<file path="config.mk">
export PLATFORM = sky130hd
export DESIGN_NAME = irqc_host_top
export DESIGN_NICKNAME = d
export VERILOG_FILES = /design/src/rtl/irqc_pkg.sv /design/src/rtl/irqc_port_regs.sv /design/src/rtl/irqc_host_regs.sv /design/src/rtl/irqc_host_top.sv
export SDC_FILE = /design/constraint.sdc
export NUM_CORES = 1
export LEC_CHECK = 0
export ABC_AREA = 1
export BUFFER_PORTS_ARGS = -buffer_cell sky130_fd_sc_hd__buf_4
export CORE_MARGIN = 5
export CORE_UTILIZATION = 45
export CTS_BUF_LIST = sky130_fd_sc_hd__clkbuf_4
export DETAILED_ROUTE_END_ITERATION = 6
export GPL_ROUTABILITY_DRIVEN = 1
export GPL_TIMING_DRIVEN = 0
export MAX_ROUTING_LAYER = met4
export PLACE_DENSITY = 0.76
export REMOVE_ABC_BUFFERS = 1
export SLEW_MARGIN = 20
export SYNTH_ARGS = -nofsm -noshare
export SYNTH_HDL_FRONTEND = slang
export SYNTH_SLANG_ARGS = --single-unit
</file>
<file path="constraint.sdc">
create_clock -name clk -period 2.87 [get_ports clk]
set_clock_uncertainty 0.2 [all_clocks]
set_input_delay 0.4305 -clock clk [delete_from_list [all_inputs] [get_ports clk]]
set_output_delay 0.4305 -clock clk [all_outputs]
set_load 0.02 [all_outputs]
</file>
<file path="src/rtl/irqc_pkg.sv">
// Shared constants for the port interrupt controller.
// Assumes 32-bit register data and 12 event positions per port.
package irqc_pkg;
    localparam int EVT_W     = 12;
    localparam int RAW_LSB   = 16;
    localparam int STEER_LSB = 30;
    localparam int STEER_W   = 2;
    localparam int DATA_W    = 32;
    // Assigned event positions: 0..6 and 11
    localparam logic [EVT_W-1:0] EVT_VALID = 12'h87F;
    localparam logic [7:0] OFF_STAT  = 8'h08;
    localparam logic [7:0] OFF_ENSET = 8'h10;
    localparam logic [7:0] OFF_ENCLR = 8'h14;
    localparam logic [7:0] OFF_HSTAT = 8'h00;
    localparam logic [7:0] OFF_HCTRL = 8'h04;
endpackage

</file>
<file path="src/rtl/irqc_port_regs.sv">
// One port's event latch, enable mask and steering field.
// Assumes wr_en is already qualified by the port's region decode.
// A same-cycle event wins over a clear of the same bit.
module irqc_port_regs
    import irqc_pkg::*;
(
    input  logic              clk,
    input  logic              rst_n,
    input  logic [EVT_W-1:0]  evt,
    input  logic              wr_en,
    input  logic [7:0]        offset,
    input  logic [DATA_W-1:0] wdata,
    output logic [DATA_W-1:0] rdata,
    output logic              irq
);
    logic [EVT_W-1:0]   raw_q;
    logic [EVT_W-1:0]   en_q;
    logic [STEER_W-1:0] steer_q;
    logic [EVT_W-1:0]   clr;
    logic [EVT_W-1:0]   masked;

    // Clear vector taken from both halves of a status write
    always_comb begin
        clr = '0;
        if (wr_en && offset == OFF_STAT)
            clr = wdata[EVT_W-1:0] | wdata[RAW_LSB +: EVT_W];
    end

    // Sticky event latch; new pulses are ORed after the clear
    always_ff @(posedge clk) begin
        if (!rst_n) raw_q <= '0;
        else        raw_q <= (raw_q & ~clr) | (evt & EVT_VALID);
    end

    // Enable mask and steering field through set/clear offsets
    always_ff @(posedge clk) begin
        if (!rst_n) begin
            en_q    <= '0;
            steer_q <= '0;
        end else if (wr_en && offset == OFF_ENSET) begin
            en_q    <= en_q | (wdata[EVT_W-1:0] & EVT_VALID);
            steer_q <= steer_q | wdata[STEER_LSB +: STEER_W];
        end else if (wr_en && offset == OFF_ENCLR) begin
            en_q    <= en_q & ~wdata[EVT_W-1:0];
            steer_q <= steer_q & ~wdata[STEER_LSB +: STEER_W];
        end
    end

    assign masked = raw_q & en_q;
    assign irq    = |masked;

    // Read mux for the port window
    always_comb begin
        rdata = '0;
        case (offset)
            OFF_STAT: begin
                rdata[EVT_W-1:0]       = masked;
                rdata[RAW_LSB +: EVT_W] = raw_q;
            end
            OFF_ENSET, OFF_ENCLR: begin
                rdata[EVT_W-1:0]           = en_q;
                rdata[STEER_LSB +: STEER_W] = steer_q;
            end
            default: rdata = '0;
        endcase
    end
endmodule

</file>
<file path="src/rtl/irqc_host_regs.sv">
// Host-level summary word and port enable mask.
// Assumes wr_en is qualified by the host region decode.
module irqc_host_regs
    import irqc_pkg::*;
#(
    parameter int N_PORTS = 4
) (
    input  logic               clk,
    input  logic               rst_n,
    input  logic [N_PORTS-1:0] port_irq,
    input  logic               wr_en,
    input  logic [7:0]         offset,
    input  logic [DATA_W-1:0]  wdata,
    output logic [DATA_W-1:0]  rdata,
    output logic               host_irq
);
    logic [N_PORTS-1:0] ctrl_q;

    // Host port-enable mask register
    always_ff @(posedge clk) begin
        if (!rst_n)                         ctrl_q <= '0;
        else if (wr_en && offset == OFF_HCTRL) ctrl_q <= wdata[N_PORTS-1:0];
    end

    assign host_irq = |(port_irq & ctrl_q);

    // Read mux for the host window
    always_comb begin
        rdata = '0;
        case (offset)
            OFF_HSTAT: rdata[N_PORTS-1:0] = port_irq;
            OFF_HCTRL: rdata[N_PORTS-1:0] = ctrl_q;
            default:   rdata = '0;
        endcase
    end
endmodule

</file>
<file path="src/rtl/irqc_host_top.sv">
// Top of the interrupt controller: region decode, one register
// block per port, host summary. Region 0 is the host, region p+1 port p.
module irqc_host_top
    import irqc_pkg::*;
#(
    parameter int N_PORTS    = 4,
    parameter int ADDR_W     = 12,
    parameter int REGION_LSB = 8
) (
    input  logic                     clk,
    input  logic                     rst_n,
    input  logic [N_PORTS*EVT_W-1:0] evt_pulse,
    input  logic                     bus_wr,
    input  logic [ADDR_W-1:0]        bus_addr,
    input  logic [DATA_W-1:0]        bus_wdata,
    output logic [DATA_W-1:0]        bus_rdata,
    output logic [N_PORTS-1:0]       port_irq,
    output logic                     host_irq
);
    localparam int REG_W = ADDR_W - REGION_LSB;

    logic [REG_W-1:0]  region;
    logic [7:0]        offset;
    logic [DATA_W-1:0] port_rd [N_PORTS];
    logic [DATA_W-1:0] host_rd;

    assign region = bus_addr[ADDR_W-1:REGION_LSB];
    assign offset = 8'(bus_addr[REGION_LSB-1:0]);

    for (genvar g = 0; g < N_PORTS; g++) begin : g_port
        logic sel;
        assign sel = (region == REG_W'(g + 1));
        irqc_port_regs u_port (
            .clk   (clk),
            .rst_n (rst_n),
            .evt   (evt_pulse[g*EVT_W +: EVT_W]),
            .wr_en (bus_wr && sel),
            .offset(offset),
            .wdata (bus_wdata),
            .rdata (port_rd[g]),
            .irq   (port_irq[g])
        );
    end

    irqc_host_regs #(.N_PORTS(N_PORTS)) u_host (
        .clk     (clk),
        .rst_n   (rst_n),
        .port_irq(port_irq),
        .wr_en   (bus_wr && region == '0),
        .offset  (offset),
        .wdata   (bus_wdata),
        .rdata   (host_rd),
        .host_irq(host_irq)
    );

    // Read data select by region
    always_comb begin
        bus_rdata = (region == '0) ? host_rd : '0;
        for (int i = 0; i < N_PORTS; i++)
            if (region == REG_W'(i + 1)) bus_rdata = port_rd[i];
    end
endmodule

</file>
* Word-level counts from Yosys, hierarchy flattened
Index checks and enable logic that the tools add are counted.
Word-level totals: register bits after elaboration 108, output and inout bits 37, logic and storage cells 125
Cells by class: equality and inequality tests 8, multiplexer cells 38, bitwise operators 36, reduce and logical (&&, ||, !) cells 30
Operators by type and width (count):
- 2-to-1 mux 12 bit | 16
- bitwise AND 12 bit | 12
- 2-to-1 mux 32 bit | 4
- bitwise OR 12 bit | 9
- one-hot mux 12 bit (2 select lines) | 4
- inverter 12 bit | 5
- OR reduction 12 bit | 4
- 2-to-1 mux 2 bit | 12
- logical AND 1 bit | 18
- == test 8 x 5 -> 1 bit (second input constant) | 2
- bitwise AND 2 bit | 4
- == test 4 x 2 -> 1 bit (second input constant) | 2
- == test 8 x 3 -> 1 bit (second input constant) | 1
- == test 8 x 4 -> 1 bit (second input constant) | 1
- logical NOT 8 bit | 1
- bitwise OR 2 bit | 4
- one-hot mux 4 bit (2 select lines) | 1
- nonzero test 2 bit | 4
- bitwise AND 4 bit | 1
- == test 4 x 1 -> 1 bit (second input constant) | 1
- == test 4 x 3 -> 1 bit (second input constant) | 1
- logical NOT 4 bit | 1
- 2-to-1 mux 4 bit | 1
- OR reduction 4 bit | 1
- other kinds (2) | 2

* Logic depth before layout (Yosys ltp)
Gate-level depths: netlist (run 1).
depth after elaboration 8, mapped depth 12

* Cells and area by module
From an unflattened synthesis (run 1), not the netlist that was laid out.
Unflattened totals: cells, all modules 1353, area, all modules 8516.9 um^2
By module, submodules not included:
- irqc_port_regs | times used 4, cells an instance 234, area each 1634.1 um^2
- irqc_host_top | times used 1, cells an instance 334, area each 1470.2 um^2
- irqc_host_regs | times used 1, cells an instance 83, area each 510.5 um^2

* Least setup slack after synthesis (run 1)
No wires, ideal clock.
path kind input to output, from in bus_addr[7], to out bus_rdata[20], arrival 1.654 ns, data required time 2.240 ns, slack 0.585 ns, cell stages on the path 6, path buffers 1, cells stage by stage nor2_2 -> nand3_2 -> nor3_4 -> buf_2 -> nand2_1 -> o21ai_0
Between the ends: cells in the longest elaborated chain, start to end 6, elaborated cells on any way between the ends 9, those cells by class eq/ne: 1; mux: 8
RTL lines:
- start, declared | RTL line irqc_host_top.sv:14 | input logic [ADDR_W-1:0] bus_addr,
- == test 8 x 4 -> 1 bit (*) | RTL line irqc_port_regs.sv:55 | case (offset)
- 2-to-1 mux 12 bit | RTL line irqc_port_regs.sv:55
- 2-to-1 mux 32 bit (3 in a row) | RTL line irqc_host_top.sv:60 | if (region == REG_W'(i + 1)) bus_rdata = port_rd[i];
- 2-to-1 mux 32 bit (*) | RTL line irqc_host_top.sv:60
- end, declared | RTL line irqc_host_top.sv:16 | output logic [DATA_W-1:0] bus_rdata,
Every way passes the cells marked *; elsewhere a longest branch is shown, timed or not.

* Worst setup path after layout (run 1)
from in bus_addr[8], to out bus_rdata[20]
Between the ends: cells in the longest elaborated chain, start to end 5, elaborated cells on any way between the ends 8, those cells by class eq/ne: 4; mux: 4
RTL lines (RTL line):
- == test 4 x 1 -> 1 bit | irqc_host_top.sv:60
- 2-to-1 mux 32 bit (3 in a row) | irqc_host_top.sv:60
- 2-to-1 mux 32 bit (*) | irqc_host_top.sv:60
Marks and branches as above.

==> flow_summary.yaml, run 1 <==
power:
  ir_drop_mv: 0.160
  internal_power_uw: 1870
  finalPower_uw: 2610
  pwr-share-seq: 0.600
  cellPowerDensity_nw_per_um2: 345
  p_comb_frac: 0.136
  switching_share: 0.285
  p_clk_frac: 0.264
  power_leakage_uw: 0.00373
  switching_power_uw: 743
clock_network:
  cts_sinks: 108
  tritoncts.num_buffers: 9
  htreeDepth: 3
  cts_tree: "built"
  cts_max_path_buffers: 2
  cts-root-buf: "clkbuf_4"
  path_clk_slew_ns: 0.16
  clk_latency_ns: 0.48
cells_and_area:
  mostFrequentLayoutCells: "nand2_1 (284), inv_1 (114), dfxtp_1 (108)"
  final_area_sq_um: 7550
  drive_gt1_frac: 0.149
  fillers: 1344
  area_delta_synth_final_pct: 22.8
  nets: 1186
  final_common_cell: "nand2_1"
placed_design:
  placed_cell_area_sq_um: 6920
  io_buffers: 103
  dp_hpwl_mm: 13.3
  place_congestion: 0.946
route:
  route.detailed.drc: 0
  drtIter0Drc: 808
  detail_route.wl_per_cell_um: 16.6
  wirelength_mm: 21.2
  num_vias: 6941
  drt_first_pass_iters: 5
  via_per_inst: 5.45
  route.antenna.remaining_nets: 0
global_route:
  grt_pass1_vias: 6330
  grt_pass1_wl_mm: 32.2
  antenna_found_initial: 1
  grt_use_total: 0.259
  grt_start_max_net_pins: 73
  overflow: 0
critical_path:
  r2r-start: "g_port[0].u_port.raw_q[0]"
  crit_path_start: "bus_addr[8]"
  cp.arrival_ns: 2.15
  endpoint_kind: "output pin"
  worstPathMaxFanout: 17
  cp_slowest_stage_delay_ns: 0.40
  cpMostUsedCell: "buf_4"
  cp_cell_sequence: "buf_4 > nor2_1 > nand3_4 > clkinvlp_4 > a21oi_1 > nand2_1 > o21ai_0 > buf_4"
  setup.worst_path.start_class: "input port"
  crit_required_ns: 2.24
  crit_type: "in2out"
  crit_slowest_cell: "nor2_1"
sta:
  fin_crit_sh: 0.968
  max_slew.worst_pin.slew_ns: 0.763
  final-setup-viol-count: 0
  slew_headroom: 0.491
  finalHoldViolations: 0
  clock.fmax_ghz: 0.360
  drv_slew: 0
  finalCriticalPeriod_ns: 2.78
die:
  io_pins: 132
  dieArea_sq_um: 16100
  start_util: 0.461
  die_w_um: 127
  core_sq_um: 13300
  rows: 42
  die_h_um: 127
hold_path:
  hold_class: "in2reg"
  hold_start: "bus_wdata[0]"
status:
  outcome: "finished clean"
logic_synthesis:
  ys_seq_elements: 108
  ys_warn_count: 0
  syn_avg_cell_area_sq_um: 6.29
  ys_seq_area_frac: 0.352
  synthDistinctLibCells: 28
  syn-cell-area_sq_um: 6150
  synthCells: 977
job:
  drv_cap: 0
-- Yosys cell counts --
cell / n / area share
o21ai_1: 25 / 0.020
buf_2: 19 / 0.015
o211ai_1: 16 / 0.020
nor2_4: 6 / 0.011
nor2_1: 57 / 0.035
clkinv_2: 1 / 0.00081
nor2_2: 4 / 0.0041
conb_1: 1 / 0.00061
dfxtp_1: 108 / 0.35
nand3_4: 1 / 0.0028
nand2_1: 285 / 0.17
nand4_1: 3 / 0.0031
nand2_2: 4 / 0.0041
a21oi_1: 96 / 0.078
nor3_4: 5 / 0.013
clkbuf_1: 16 / 0.0098
o21ai_0: 80 / 0.065
buf_1: 4 / 0.0024
nor2_8: 1 / 0.0033
buf_4: 12 / 0.015
nand3_2: 2 / 0.0033
a22o_1: 2 / 0.0028
inv_1: 116 / 0.071
inv_2: 9 / 0.0055
nand2_4: 2 / 0.0037
buf_6: 1 / 0.0018
o2bb2ai_1: 2 / 0.0028
nand3_1: 99 / 0.081
-- stage by stage --
step	TNS (ns)	instances	setup WS, ns	utilization	hold slack (ns)
finish	0	1273	0.0924	0.566	0.0200
detailed placement	-21.43	1210	-0.486	0.519	0.260
global placement	-24.38	1209	-0.843	0.516	0.255
CTS	0	1263	0.0107	0.557	0.00149
global route	-0.0129	1273	-0.0129	0.566	0.000481
floorplan	0	930	0.249	-	0.245
-- path summary, 6_finish.rpt --
| kind | end | slack [ns] | cells after the start |
|---|---|---|---|
| hold reg to reg | g_port[0].u_port.en_q[9] | 0.28 | 2 |
| hold / removal | register | 0.02 | 3 |
| setup reg to reg | g_port[0].u_port.raw_q[0] | 1.92 | 2 |
| setup / recovery | bus_rdata[20] | 0.09 | 8 |
-- what timing repair did --
action / in CTS / in global routing
pin swaps: 1 / 5
hold buffers: 35 / 3
hold endpoints to repair: 40 / 3
buffers inserted: 0 / 4
cloned: 2 / 2
resized for setup: 7 / 6
setup endpoints to repair: 26 / 26
-- layout make-up --
class / instances / area [sq um] / share of cell area
Antenna cell: 1 / 2.50 / 0.000331
Timing Repair Buffer: 146 / 1240 / 0.164
Sequential cell: 108 / 2160 / 0.286
Timing Repair inverter: 1 / 7.51 / 0.000994
Multi-Input combinational cell: 699 / 3320 / 0.439
Inverter: 126 / 500 / 0.0663
Clock inverter: 6 / 30.0 / 0.00398
Clock buffer: 10 / 75.1 / 0.00994
Tap cell: 176 / 220 / 0.0292
-- power groups by stage --
stage | clock [uW] | sequential [uW] | combinational, uW
after floorplan | 0 | 1590 | 139
after global placement | 0 | 1600 | 292
after detailed placement | 0 | 1600 | 295
after CTS | 697 | 1560 | 338
after global routing | 757 | 1570 | 386
final | 688 | 1570 | 355
-- metal layers --
metal / routed length, um / global-route usage
met1: 8620 / 0.331
met2: 9430 / 0.402
met3: 2370 / 0.0559
met4: 757 / 0.0972
met5: 0 / -
-- cells by family (layout without fill, tap and decap cells) --
group,Yosys count,after routing,share of synthesized area
buffers and inverters,178,289,0.121
AND/OR/NAND/NOR,469,472,0.338
other,1,7,0.000610
flip-flops,108,108,0.352
AO/OA/AOI/OAI,221,221,0.189
-- critical path, delay by kind of cell --
| kind | cells | cell delay (ns) |
|---|---|---|
| compound gates | 2 | 0.18 |
| buf+inv | 3 | 0.70 |
| simple gates | 3 | 0.82 |
Power figures use the tool's default switching activity.
==> run 2, diff against run 1 <==
CORE_UTILIZATION = 46   (was 45)
PLACE_DENSITY = 0.77   (was 0.76)
clock period = 3.6 ns   (was 2.87 ns; I/O delays follow)
==> flow_summary.yaml, run 2 (same netlist as run 1, synthesis figures left out) <==
status:
  outcome: "finished clean"
power:
  cellPowerDensity_nw_per_um2: 293
  ir_drop_mv: 0.201
  power_leakage_uw: 0.00351
  finalPower_uw: 2060
global_route:
  grt_start_max_net_pins: 73
  overflow: 0
  antenna_found_initial: 1
  grt_pass1_wl_mm: 30.8
  grt_use_total: 0.248
  grt_pass1_vias: 5980
route:
  drt_first_pass_iters: 6
  detail_route.wl_per_cell_um: 16.0
  wirelength_mm: 19.6
  drtIter0Drc: 794
  route.antenna.remaining_nets: 0
  route.detailed.drc: 0
  via_per_inst: 5.49
  num_vias: 6734
placed_design:
  place_congestion: 0.999
  io_buffers: 103
  dp_hpwl_mm: 13.2
  post-place-ws_ns: 0.0283
clock_network:
  cts_sinks: 108
  cts_resized: 1
  clk_latency_ns: 0.47
  hold_buffers: 0
  cts_max_path_buffers: 2
  path_clk_slew_ns: 0.17
  cts_tree: "built"
  tritoncts.num_buffers: 9
  cts_setup_buffers: 0
  htreeDepth: 3
  cts-root-buf: "clkbuf_4"
die:
  die_h_um: 126
  core_sq_um: 13200
  rows: 42
  dieArea_sq_um: 15800
  start_util: 0.466
  io_pins: 132
  die_w_um: 126
critical_path:
  crit_type: "in2out"
  endpoint_kind: "output pin"
  crit_required_ns: 2.86
  cp_slowest_stage_delay_ns: 0.55
  cp_cell_sequence: "buf_4 > nor2_2 > nand3_1 > inv_2 > nand2_2 > inv_1 > nand2_1 > o21ai_0 > nand2_1 > nand4_1 > buf_4"
  cp.arrival_ns: 2.72
  setup.worst_path.start_class: "input port"
  worstPathMaxFanout: 42
  crit_slowest_cell: "nand2_2"
cells_and_area:
  area_delta_synth_final_pct: 14.1
  drive_gt1_frac: 0.149
  mostFrequentLayoutCells: "nand2_1 (284), inv_1 (115), dfxtp_1 (108)"
  nets: 1139
  final_common_cell: "nand2_1"
sta:
  final-setup-viol-count: 0
  fin_crit_sh: 0.960
  max_slew.worst_pin.slew_ns: 1.04
  clock.fmax_ghz: 0.289
  drv_slew: 0
  finalCriticalPeriod_ns: 3.46
  layout_setup_ws_ns: 0.144
  rsz0062_at_grt: "no"
  hold_ws_ns: 0.0765
  slew_headroom: 0.302
  finalHoldViolations: 0
job:
  drv_cap: 0
hold_path:
  hold_class: "in2reg"
==> run 2: power breakdown <==
group / total [uW] / switching (uW) / internal, uW / leakage [uW]
registers: 1250 / 26.2 / 1220 / 0.000880
clock network: 572 / 406 / 166 / 0.0000715
logic: 238 / 146 / 92.3 / 0.00256
total: 2060 / 578 / 1480 / 0.00351
==> run 2: layer usage <==
layer	share of wire	vias up	GRT usage
met5	0	-	-
met4	0.020	0	0.0721
met3	0.090	30	0.0533
met2	0.45	331	0.375
met1	0.44	3095	0.336
li1	-	3278	-
==> run 2: cell type report <==
type / count / area [sq um]
clock buffer: 12 / 90.1
antenna: 1 / 2.50
tap: 176 / 220
inverter: 126 / 480
timing repair buffer: 103 / 773
clock inverter: 4 / 23.8
multi-input combinational: 696 / 3260
fill: 1355 / 6170
sequential: 108 / 2160
==> run 2: final timing paths <==
kind | start | slack [ns] | endpoint | cells after the start
setup / recovery | bus_addr[7] | 0.14 | bus_rdata[6] | 11
hold / removal | evt_pulse[38] | 0.08 | g_port[3].u_port.raw_q[2] | 3
setup reg to reg | g_port[1].u_port.raw_q[0] | 2.64 | g_port[1].u_port.raw_q[0] | 2
hold reg to reg | g_port[1].u_port.en_q[8] | 0.28 | g_port[1].u_port.en_q[8] | 2
==> run 2: through the flow <==
stage	util	instances	setup TNS, ns	instance area [sq um]
2_1_floorplan	-	930	0	5900
6_report	0.532	1226	0	7020
5_1_grt	0.532	1226	0	7020
3_5_place_dp	0.523	1209	0	6900
4_1_cts	0.532	1225	0	7010
3_3_place_gp	0.522	1209	-1.09	6890
==> run 2: worst max-delay path: cells and delay by family <==
family          cells  cell delay, ns
buf+inv             4            0.95
compound gates      1            0.09
simple gates        6            1.13
==> run 3, diff against run 2 <==
clock period = 4.5 ns   (was 3.6 ns; I/O delays follow)
==> flow_summary.yaml, run 3 (same netlist as run 1, synthesis figures left out) <==
die:
  io_pins: 132
  rows: 42
  start_util: 0.466
  core_sq_um: 13200
  die_h_um: 126
  dieArea_sq_um: 15800
  die_w_um: 126
clock_network:
  cts_max_path_buffers: 2
  cts_tree: "built"
  path_clk_slew_ns: 0.17
  tritoncts.num_buffers: 9
  cts_sinks: 108
  cts_setup_buffers: 0
  cts_resized: 0
  cts-root-buf: "clkbuf_4"
  clk_latency_ns: 0.47
  htreeDepth: 3
  hold_buffers: 0
sta:
  finalSetupTns_ns: 0
  fin_crit_sh: 0.868
  clock.fmax_ghz: 0.256
  finalHoldViolations: 0
  final-setup-viol-count: 0
  rsz0062_at_grt: "no"
  finalCriticalPeriod_ns: 3.91
  max_slew.worst_pin.slew_ns: 1.06
  drv_slew: 0
  slew_headroom: 0.294
route:
  drtIter0Drc: 807
  drt_first_pass_iters: 6
  route.detailed.drc: 0
  detail_route.wl_per_cell_um: 16.0
  wirelength_mm: 19.6
  via_per_inst: 5.50
  route.antenna.remaining_nets: 0
  num_vias: 6739
cells_and_area:
  multi_input_area_sq_um: 3260
  regArea_sq_um: 2160
  nets: 1139
  drive_gt1_frac: 0.148
  area_delta_synth_final_pct: 14.0
  mostFrequentLayoutCells: "nand2_1 (284), inv_1 (116), dfxtp_1 (108)"
  final_common_cell: "nand2_1"
  stdcell_count: 1226
  fillers: 1357
global_route:
  overflow: 0
  antenna_found_initial: 1
  grt_pass1_vias: 5980
  grt_start_max_net_pins: 73
  grt_use_total: 0.248
  grt_pass1_wl_mm: 30.8
critical_path:
  crit_required_ns: 3.62
  endpoint_kind: "output pin"
  crit_type: "in2out"
  cp.arrival_ns: 3.03
  setup.worst_path.start_class: "input port"
  worstPathMaxFanout: 33
placed_design:
  place_congestion: 0.999
  io_buffers: 103
  dp_hpwl_mm: 13.2
  placed_cells: 1209
power:
  cellPowerDensity_nw_per_um2: 234
  ir_drop_mv: 0.162
  power_leakage_uw: 0.00352
hold_path:
  hold_class: "in2reg"
job:
  drv_cap: 0
status:
  outcome: "finished clean"
==> run 3: routing by layer <==
metal  routed length (um)  vias up  global-route usage
met5                    0        -                   -
met4                  400        0              0.0721
met3                 1910       27              0.0533
met2                 8880      342               0.375
met1                 8420     3096               0.336
li1                     -     3274                   -
==> run 3: report_power, final <==
group | leakage (uW) | internal, uW | switching [uW]
Clock | 0.0000715 | 133 | 323
Combinational | 0.00257 | 73.8 | 117
Sequential | 0.000880 | 978 | 20.9
==> run 3: critical path: stages <==
cell     delay (ns)
buf_4          0.14
nor2_1         0.16
nand3_2        0.64
inv_1          0.90
a21oi_1        0.09
nand2_1        0.11
o21ai_0        0.09
buf_4          0.20
==> run 3: area by class of cell <==
cell class / count / share of cell area
Timing Repair Buffer: 103 / 0.110
Multi-Input combinational cell: 696 / 0.465
Inverter: 126 / 0.0680
Clock inverter: 4 / 0.00339
Clock buffer: 12 / 0.0128
Sequential cell: 108 / 0.308
Antenna cell: 1 / 0.000357
Tap cell: 176 / 0.0314
==> run 3: final timing paths <==
path	startpoint	to	slack, ns	depth (start not counted)
min reg2reg	g_port[3].u_port.en_q[8]	g_port[3].u_port.en_q[8]	0.28	2
min	evt_pulse[1]	g_port[0].u_port.raw_q[1]	0.21	3
max reg2reg	g_port[1].u_port.raw_q[0]	g_port[1].u_port.raw_q[0]	3.54	2
max	bus_addr[9]	bus_rdata[24]	0.59	8
==> run 3: per-stage QoR <==
step                      area, sq um  setup slack (ns)  hold slack, ns  power, uW   util
after floorplan                  5900              1.39           0.245       1100      -
after global placement           6890             0.361           0.255       1200  0.522
after detailed placement         6900             0.658           0.259       1210  0.523
after CTS                        7010             0.615           0.193       1650  0.531
after global routing             7010             0.509           0.181       1720  0.532
final                            7010             0.595           0.214       1640  0.532
